### src/rtl/booth_pkg.sv
package booth_pkg;

   typedef enum logic [1:0] {
      BOOTH_KEEP = 2'b00,
      BOOTH_ADD  = 2'b01,
      BOOTH_SUB  = 2'b10
   } booth_op_e;

endpackage

### src/rtl/booth_recode.sv
// Radix-2 recoding of {current multiplier bit, history bit}.
module booth_recode
   import booth_pkg::*;
(
   input  logic      bit_i,
   input  logic      hist_i,
   output booth_op_e op_o
);

   always_comb begin
      unique case ({bit_i, hist_i})
         2'b01:   op_o = BOOTH_ADD;
         2'b10:   op_o = BOOTH_SUB;
         default: op_o = BOOTH_KEEP;
      endcase
   end

   // a pair whose two bits agree never produces an arithmetic action
   always_comb begin
      if (bit_i == hist_i) begin
         p_equal_pair_keeps_r3: assert (op_o == BOOTH_KEEP);
      end
   end

endmodule

### src/rtl/booth_addsub.sv
// Accumulator update: keep, add or subtract the sign-extended multiplicand.
module booth_addsub
   import booth_pkg::*;
#(
   parameter int WIDTH     = 4,
   parameter int ACC_W     = WIDTH + 1,
   parameter bit SHARED_AD = 1'b1
) (
   input  logic [ACC_W-1:0] acc_i,
   input  logic [WIDTH-1:0] mcand_i,
   input  booth_op_e        op_i,
   output logic [ACC_W-1:0] sum_o
);

   localparam int EXT_W = ACC_W - WIDTH;

   if (ACC_W <= WIDTH) begin : g_bad_acc
      $error("booth_addsub: ACC_W must exceed WIDTH");
   end

   logic [ACC_W-1:0] mcand_ext;
   assign mcand_ext = {{EXT_W{mcand_i[WIDTH-1]}}, mcand_i};

   if (SHARED_AD) begin : g_shared
      // one adder, operand inverted with carry-in for subtraction
      logic             do_sub;
      logic [ACC_W-1:0] operand;
      logic [ACC_W-1:0] total;
      assign do_sub  = (op_i == BOOTH_SUB);
      assign operand = do_sub ? ~mcand_ext : mcand_ext;
      assign total   = acc_i + operand + ACC_W'(do_sub);
      assign sum_o   = (op_i == BOOTH_KEEP) ? acc_i : total;
   end else begin : g_split
      // separate adder and subtractor, selected after both resolve
      logic [ACC_W-1:0] plus;
      logic [ACC_W-1:0] minus;
      assign plus  = acc_i + mcand_ext;
      assign minus = acc_i - mcand_ext;
      always_comb begin
         unique case (op_i)
            BOOTH_ADD: sum_o = plus;
            BOOTH_SUB: sum_o = minus;
            default:   sum_o = acc_i;
         endcase
      end
   end

endmodule

### src/rtl/booth_seq_ctrl.sv
// Step counter and busy/done sequencing.
module booth_seq_ctrl #(
   parameter int WIDTH = 4
) (
   input  logic clk,
   input  logic rst_n,
   input  logic start_i,
   output logic load_o,
   output logic step_o,
   output logic busy_o,
   output logic done_o
);

   localparam int CNT_W = (WIDTH > 2) ? $clog2(WIDTH) : 1;
   localparam logic [CNT_W-1:0] LAST_STEP = CNT_W'(WIDTH - 1);

   logic [CNT_W-1:0] cnt_q;
   logic             busy_q;
   logic             done_q;
   logic             last;

   assign load_o = start_i && !busy_q;
   assign step_o = busy_q;
   assign last   = busy_q && (cnt_q == LAST_STEP);
   assign busy_o = busy_q;
   assign done_o = done_q;

   always_ff @(posedge clk or negedge rst_n) begin
      if (!rst_n) begin
         cnt_q  <= '0;
         busy_q <= 1'b0;
         done_q <= 1'b0;
      end else begin
         done_q <= last;
         if (load_o) begin
            cnt_q  <= '0;
            busy_q <= 1'b1;
         end else if (busy_q) begin
            cnt_q <= cnt_q + 1'b1;
            if (last) begin
               busy_q <= 1'b0;
            end
         end
      end
   end

   // done lasts a single cycle
   p_done_single_r5: assert property (@(posedge clk) disable iff (!rst_n)
      done_q |=> !done_q);

   // busy falls exactly when done rises
   p_busy_fall_done_r5: assert property (@(posedge clk) disable iff (!rst_n)
      $fell(busy_q) |-> done_q);

   // the step count advances by one per busy cycle
   p_count_step_r5: assert property (@(posedge clk) disable iff (!rst_n)
      (busy_q && !last) |=> (busy_q && cnt_q == $past(cnt_q) + 1'b1));

   // a start during busy never restarts the count
   p_start_ignored_r6: assert property (@(posedge clk) disable iff (!rst_n)
      (busy_q && start_i && cnt_q != '0) |=> (cnt_q != '0 || !busy_q));

endmodule

### src/rtl/booth_seq_mult.sv
// Sequential radix-2 signed multiplier with rotating multiplier register.
module booth_seq_mult
   import booth_pkg::*;
#(
   parameter int WIDTH     = 4,
   parameter bit SHARED_AD = 1'b1
) (
   input  logic               clk,
   input  logic               rst_n,
   input  logic               start_i,
   input  logic [WIDTH-1:0]   mcand_i,
   input  logic [WIDTH-1:0]   mplier_i,
   output logic               busy_o,
   output logic               done_o,
   output logic [2*WIDTH-1:0] product_o
);

   localparam int ACC_W = WIDTH + 1;

   if (WIDTH < 2) begin : g_bad_width
      $error("booth_seq_mult: WIDTH must be at least 2");
   end

   logic [ACC_W-1:0] acc_q;
   logic [WIDTH-1:0] low_q;
   logic [WIDTH-1:0] mpl_q;
   logic [WIDTH-1:0] mcd_q;
   logic             hist_q;

   logic             load;
   logic             step;
   booth_op_e        op;
   logic [ACC_W-1:0] sum;

   booth_seq_ctrl #(.WIDTH(WIDTH)) u_ctrl (
      .clk     (clk),
      .rst_n   (rst_n),
      .start_i (start_i),
      .load_o  (load),
      .step_o  (step),
      .busy_o  (busy_o),
      .done_o  (done_o)
   );

   booth_recode u_recode (
      .bit_i  (mpl_q[0]),
      .hist_i (hist_q),
      .op_o   (op)
   );

   booth_addsub #(
      .WIDTH     (WIDTH),
      .ACC_W     (ACC_W),
      .SHARED_AD (SHARED_AD)
   ) u_addsub (
      .acc_i   (acc_q),
      .mcand_i (mcd_q),
      .op_i    (op),
      .sum_o   (sum)
   );

   always_ff @(posedge clk or negedge rst_n) begin
      if (!rst_n) begin
         acc_q  <= '0;
         low_q  <= '0;
         mpl_q  <= '0;
         mcd_q  <= '0;
         hist_q <= 1'b0;
      end else if (load) begin
         acc_q  <= '0;
         low_q  <= '0;
         mpl_q  <= mplier_i;
         mcd_q  <= mcand_i;
         hist_q <= 1'b0;
      end else if (step) begin
         // arithmetic right shift of {acc, low}, circular shift of multiplier
         acc_q  <= {sum[ACC_W-1], sum[ACC_W-1:1]};
         low_q  <= {sum[0], low_q[WIDTH-1:1]};
         mpl_q  <= {mpl_q[0], mpl_q[WIDTH-1:1]};
         hist_q <= mpl_q[0];
      end
   end

   assign product_o = {acc_q[WIDTH-1:0], low_q};

   // an accepted start clears the visible product and raises busy
   p_load_clears_r2: assert property (@(posedge clk) disable iff (!rst_n)
      (start_i && !busy_o) |=> (busy_o && product_o == '0));

   // idle without a start leaves the result untouched
   p_idle_holds_r7: assert property (@(posedge clk) disable iff (!rst_n)
      (!busy_o && !start_i) |=> $stable(product_o));

   // the final accumulator guard bit agrees with the product sign
   p_product_fits_r4: assert property (@(posedge clk) disable iff (!rst_n)
      done_o |-> (acc_q[ACC_W-1] == acc_q[WIDTH-1]));

   // the history bit tracks the bit rotated out on the previous step
   p_hist_tracks_r3: assert property (@(posedge clk) disable iff (!rst_n)
      (busy_o && !load) |=> (hist_q == mpl_q[WIDTH-1]));

endmodule

### config.mk
export PLATFORM = sky130hd
export DESIGN_NAME = booth_seq_mult
export DESIGN_NICKNAME = d
export VERILOG_FILES = /design/src/rtl/booth_pkg.sv /design/src/rtl/booth_recode.sv /design/src/rtl/booth_addsub.sv /design/src/rtl/booth_seq_ctrl.sv /design/src/rtl/booth_seq_mult.sv
export SDC_FILE = /design/constraint.sdc
export NUM_CORES = 1
export LEC_CHECK = 0
export BUFFER_PORTS_ARGS = -buffer_cell sky130_fd_sc_hd__buf_2
export CORE_MARGIN = 4
export CORE_UTILIZATION = 40
export DETAILED_ROUTE_END_ITERATION = 12
export GPL_TIMING_DRIVEN = 0
export PLACE_DENSITY_LB_ADDON = 0.2
export REMOVE_ABC_BUFFERS = 1
export SLEW_MARGIN = 25
export SYNTH_ARGS = -nofsm -noshare
export SYNTH_HDL_FRONTEND = slang
export SYNTH_SLANG_ARGS = --single-unit
### constraint.sdc
create_clock -name clk -period 2.4 [get_ports clk]
set_input_delay 0.36 -clock clk [delete_from_list [all_inputs] [get_ports clk]]
set_output_delay 0.36 -clock clk [all_outputs]
set_load 0.005 [all_outputs]
# Word level (Yosys, flattened, before mapping)
# Cells that the tools add are included.
word_totals:
  mem_bits_rw: 0
  latchBits: 0
  output_inout_bits: 10
  mem_count: 0
  ff_bits: 22
  romBits: 0
op_classes:
  n_eq_ne: 4
  reduce_logical: 5
  n_mux: 16
  div: 0
  add_sub_neg: 3
  n_mul: 0
  shifts: 0
  bitwise: 1
  magnitude_cmp: 0
ops:
  columns: ["cell", "n"]
  rows:
  - ["$mux W5", 4]
  - ["$mux W4", 4]
  - ["$eq A2 B2 Y1 const B", 3]
  - ["$add A5 B1 Y5", 1]
  - ["$add A5 B5 Y5", 1]
  - ["$mux W1", 5]
  - ["$not A5 Y5", 1]
  - ["$mux W2", 2]
  - ["$pmux W2 S2", 1]
  - ["$add A2 B1 Y2 const B", 1]
  - ["$eq A2 B1 Y1 const B", 1]
  - ["$logic_and A1 B1 Y1", 2]
  - ["$logic_not A2 Y1", 1]
  - ["$reduce_bool A2 Y1", 1]
  - ["$logic_not A1 Y1", 1]

# Longest topological paths before layout
depth:
  depth_word: 9
  ltp_mapped: 9

# Modules after synthesis
# A second synthesis with hierarchy kept.
hier_totals:
  hier_cells: 108
  hier_area_um2: 1218.7
modules_own_cells:
  columns: ["mod", "area_per_inst_um2", "cells_each", "n_inst", "seq_area_each_um2"]
  rows:
  - ["booth_seq_mult", 711.9, 55, 1, 425.4]
  - ["booth_addsub", 320.3, 39, 1, 0.0]
  - ["booth_seq_ctrl", 171.4, 12, 1, 100.1]
  - ["booth_recode", 15.0, 2, 1, 0.0]

# Least setup slack after synthesis
# Ideal clock, no wire load.
synth_path:
  kind: "reg-to-reg"
  start: "register hist_q"
  end: "register acc_q[1]"
  path_stages_with_launch: 10
  setup_time_ps: 129
  n_path_buf: 0
  required_ps: 2271
  setup_slack_ps: 600
  t_arrival_ps: 1671
  cell_sequence: "dfrtp_1 > inv_1 > ha_1 > xor2_1 > inv_1 > fa_1 > xor2_1 > nand2_1 > o211ai_1 > o31ai_1"
synth_between:
  elab_chain_cells: 9
  elab_cells_between_ends: 11
synth_rtl:
  columns: ["element", "line", "source"]
  rows:
  - ["start: declaration", "booth_seq_mult.sv:28", "logic hist_q;"]
  - ["start signal: assignment", "booth_seq_mult.sv:80", "hist_q <= mpl_q[0];"]
  - ["$eq A2 B2 Y1 / $eq A2 B1 Y1 (equally long branches)", "booth_recode.sv:11", "unique case ({bit_i, hist_i})"]
  - ["$pmux W2 S2 *", "booth_recode.sv:11", null]
  - ["$eq A2 B2 Y1", "booth_addsub.sv:29", "assign do_sub = (op_i == BOOTH_SUB);"]
  - ["$mux W5", "booth_addsub.sv:30", "assign operand = do_sub ? ~mcand_ext : mcand_ext;"]
  - ["$add A5 B5 Y5", "booth_addsub.sv:31", "assign total = acc_i + operand + ACC_W'(do_sub);"]
  - ["$add A5 B1 Y5", "booth_addsub.sv:31", null]
  - ["$mux W5 *", "booth_addsub.sv:32", "assign sum_o = (op_i == BOOTH_KEEP) ? acc_i : total;"]
  - ["$mux W5 *", "booth_seq_mult.sv:75", "end else if (step) begin"]
  - ["$mux W5 *", "booth_seq_mult.sv:69", "end else if (load) begin"]
  - ["end signal: assignment", "booth_seq_mult.sv:77", "acc_q <= {sum[ACC_W-1], sum[ACC_W-1:1]};"]
  - ["end: declaration", "booth_seq_mult.sv:24", "logic [ACC_W-1:0] acc_q;"]
# Mark *: on every way between the ends. The rest lies on a longest branch, timed or not. The select of a mux whose other input is x is not followed.
# A chain may end at the register's enable or synchronous reset.

# Worst setup path in the final report
# Ends and elaborated chain as after synthesis.

==> reports/qor.csv <==
metric,value,unit
rsz0062_at_grt,no,
total_power,1.67,mW
max_slew_margin,0.552,
yosys.cell_count.top_type,nand2_1,
firstDrtPassIters,2,
ys_async_sr_fraction,1.00,
crit_path_end_kind,flop,
status,completed,
core_region_area,0.00250,sq mm
crit_chain,inv_1 > ha_1 > xor2_1 > inv_1 > fa_1 > xor2_1 > nand2_1 > o211ai_1 > o31ai_1,
grt_pass1_vias,755,
die_width,59.3,um
antenna_left,0,
drive_gt1_frac,0.192,
cp_max_fo,4,
dp_slack,431,ps
worstSkewPairLatency,300,ps
maxCapViolCount,0,
cp.depth,9,
cts_setup_buffers,0,
report.final.slew_viol_count,0,
start_kind,flop,
hold_depth,3,
p_per_area,1380,mW/mm^2
hpwlAfterDp,1460,um
first_iter_violations,28,
yosysWarnings,0,
fin_setup_tns,0,ps
vias,785,
utilization,0.482,
grt_use_total,0.128,
yosysTopAreaCellShare,0.500,
vdd_drop_max,0.660,mV
layout_setup_ws,419,ps
fin_worst_skew,7.00,ps
cts.repair.resized,0,
start_util,0.420,
yosys.area.top_type,dfrtp_1,
htreeDepth,1,
die_h,59.3,um
synthDistinctLibCells,24,
diodes,0,
setup_viol,0,
grt_pass1_wl,3380,um
avgSynthCellArea,10.2,sq um
die-area,0.00351,sq mm
crit_slowest_cell,fa_1,
synth_area,0.00105,sq mm
wl_per_cell,12.5,um
area_delta_synth_final,14.6,%
period_share,0.825,
cts.path.max_buffers,2,
routabilityCongestion,0.767,
reg2reg_depth,9,
leakagePower,0.635,nW
hold_viol_final,0,
netlist_instances,103,
cp_top_family,adder cells,
worst-slew-pin-transition,672,ps
synth_flop_cell,dfrtp_1,
ys_ff_latch,21,
cts_hold_buf,1,
max_stage_delay,440,ps
vias_per_cell,5.06,
holdCritPathClass,input port to flop,
ys_seq_area_frac,0.500,
fp-row-count,18,
crit_type,flop to flop,
port_buffers,20,
synth_edf_count,0,
worstPathArrival,2160,ps
antenna_found_initial,0,
totalWireLength,1940,um
path_clk_slew,120,ps
cts_tree,built,
cts_buffers,3,
overflow,0,
grt_max_degree,25,
yosys-top-cells-count,"25 x nand2_1, 21 x dfrtp_1, 8 x o21ai_0, 7 x inv_1, 6 x ha_1",
fin_nets,144,
drcViolationCount,0,
fin_crit,1980,ps
cts.sinks,21,
ioPinCount,21,
yosys-top-cells-area,"dfrtp_1 50%, nand2_1 8.9%, ha_1 7.1%, mux2i_1 4.8%, a22o_1 4.2%",
path_buf_inv,2,
root_buffer,clkbuf_4,
cp_data_required_time,2580,ps
fmax,0.505,GHz
-- cell families after synthesis --
family          Yosys count  synth area share
compound gates           23             0.144
xor+xnor                  5            0.0417
mux                       6            0.0583
flops                    21             0.500
fa+ha+maj                 7            0.0905
buf+inv                  10            0.0452
simple gates             31             0.120
-- metal layers --
| metal | global-route usage | wire length [um] |
|---|---|---|
| met1 | 0.169 | 924 |
| met2 | 0.203 | 901 |
| met3 | 0.0349 | 106 |
| met4 | 0.0388 | 12 |
| met5 | 0 | 0 |
-- tightest hold or removal path, stage by stage --
cell	delay, ps
buf_2	70
nand2_1	40
nand2_1	40
-- area by class of cell --
class,instances,area [sq um]
inverters,7,26.3
fillers,249,1290
well taps,30,37.5
clock buffers,3,22.5
flip-flops and latches,21,526
clock inverters,1,5.00
repair buffers,21,110
multi-input cells,72,478
-- power by group --
| part | total [mW] | internal [mW] | switching, mW |
|---|---|---|---|
| sequential | 0.683 | 0.517 | 0.166 |
| combinational | 0.814 | 0.387 | 0.428 |
| clock | 0.168 | 0.0621 | 0.106 |
| total | 1.67 | 0.966 | 0.700 |
-- cell usage in the layout (no fill, tap or decap), types with 2 or more instances in the layout --
master / netlist / final
mux2i_1: 5 / 5
dfrtp_1: 21 / 21
clkbuf_4: 0 / 3
o21ai_0: 8 / 8
xor2_1: 4 / 4
o211ai_1: 3 / 3
nor2_1: 2 / 2
a22o_1: 5 / 5
buf_2: 2 / 20
ha_1: 6 / 6
a21oi_1: 3 / 3
nand2_1: 25 / 25
inv_1: 7 / 7
-- flip-flops by register name, summed over array words and instances, names as in the netlist --
register / count
mcd_q: 4
hist_q: 1
u_ctrl.cnt_q: 2
mpl_q: 4
low_q: 4
acc_q: 4
u_ctrl.done_o: 1
u_ctrl.busy_o: 1
-- through the flow --
| step | hold slack [ps] | std cells | instance area [sq um] |
|---|---|---|---|
| 2_1_floorplan | 64.4 | 100 | 1030 |
| 3_3_place_gp | 345 | 150 | 1170 |
| 3_5_place_dp | 349 | 150 | 1170 |
| 4_1_cts | 226 | 155 | 1200 |
| 5_1_grt | 233 | 155 | 1200 |
| 6_report | 237 | 155 | 1200 |
-- worst paths after layout --
kind | to | slack, ps | startpoint
worst max-delay path | acc_q[1] | 420 | hist_q
worst min-delay path | mcd_q[3] | 240 | mcand_i[3]
worst max register to register | acc_q[1] | 420 | hist_q
worst min register to register | hist_q | 490 | hist_q
max in group asynchronous | u_ctrl.cnt_q[0] | 1550 | rst_n
min in group asynchronous | acc_q[3] | 530 | rst_n
Note: power is estimated with default switching activity, not from simulation.
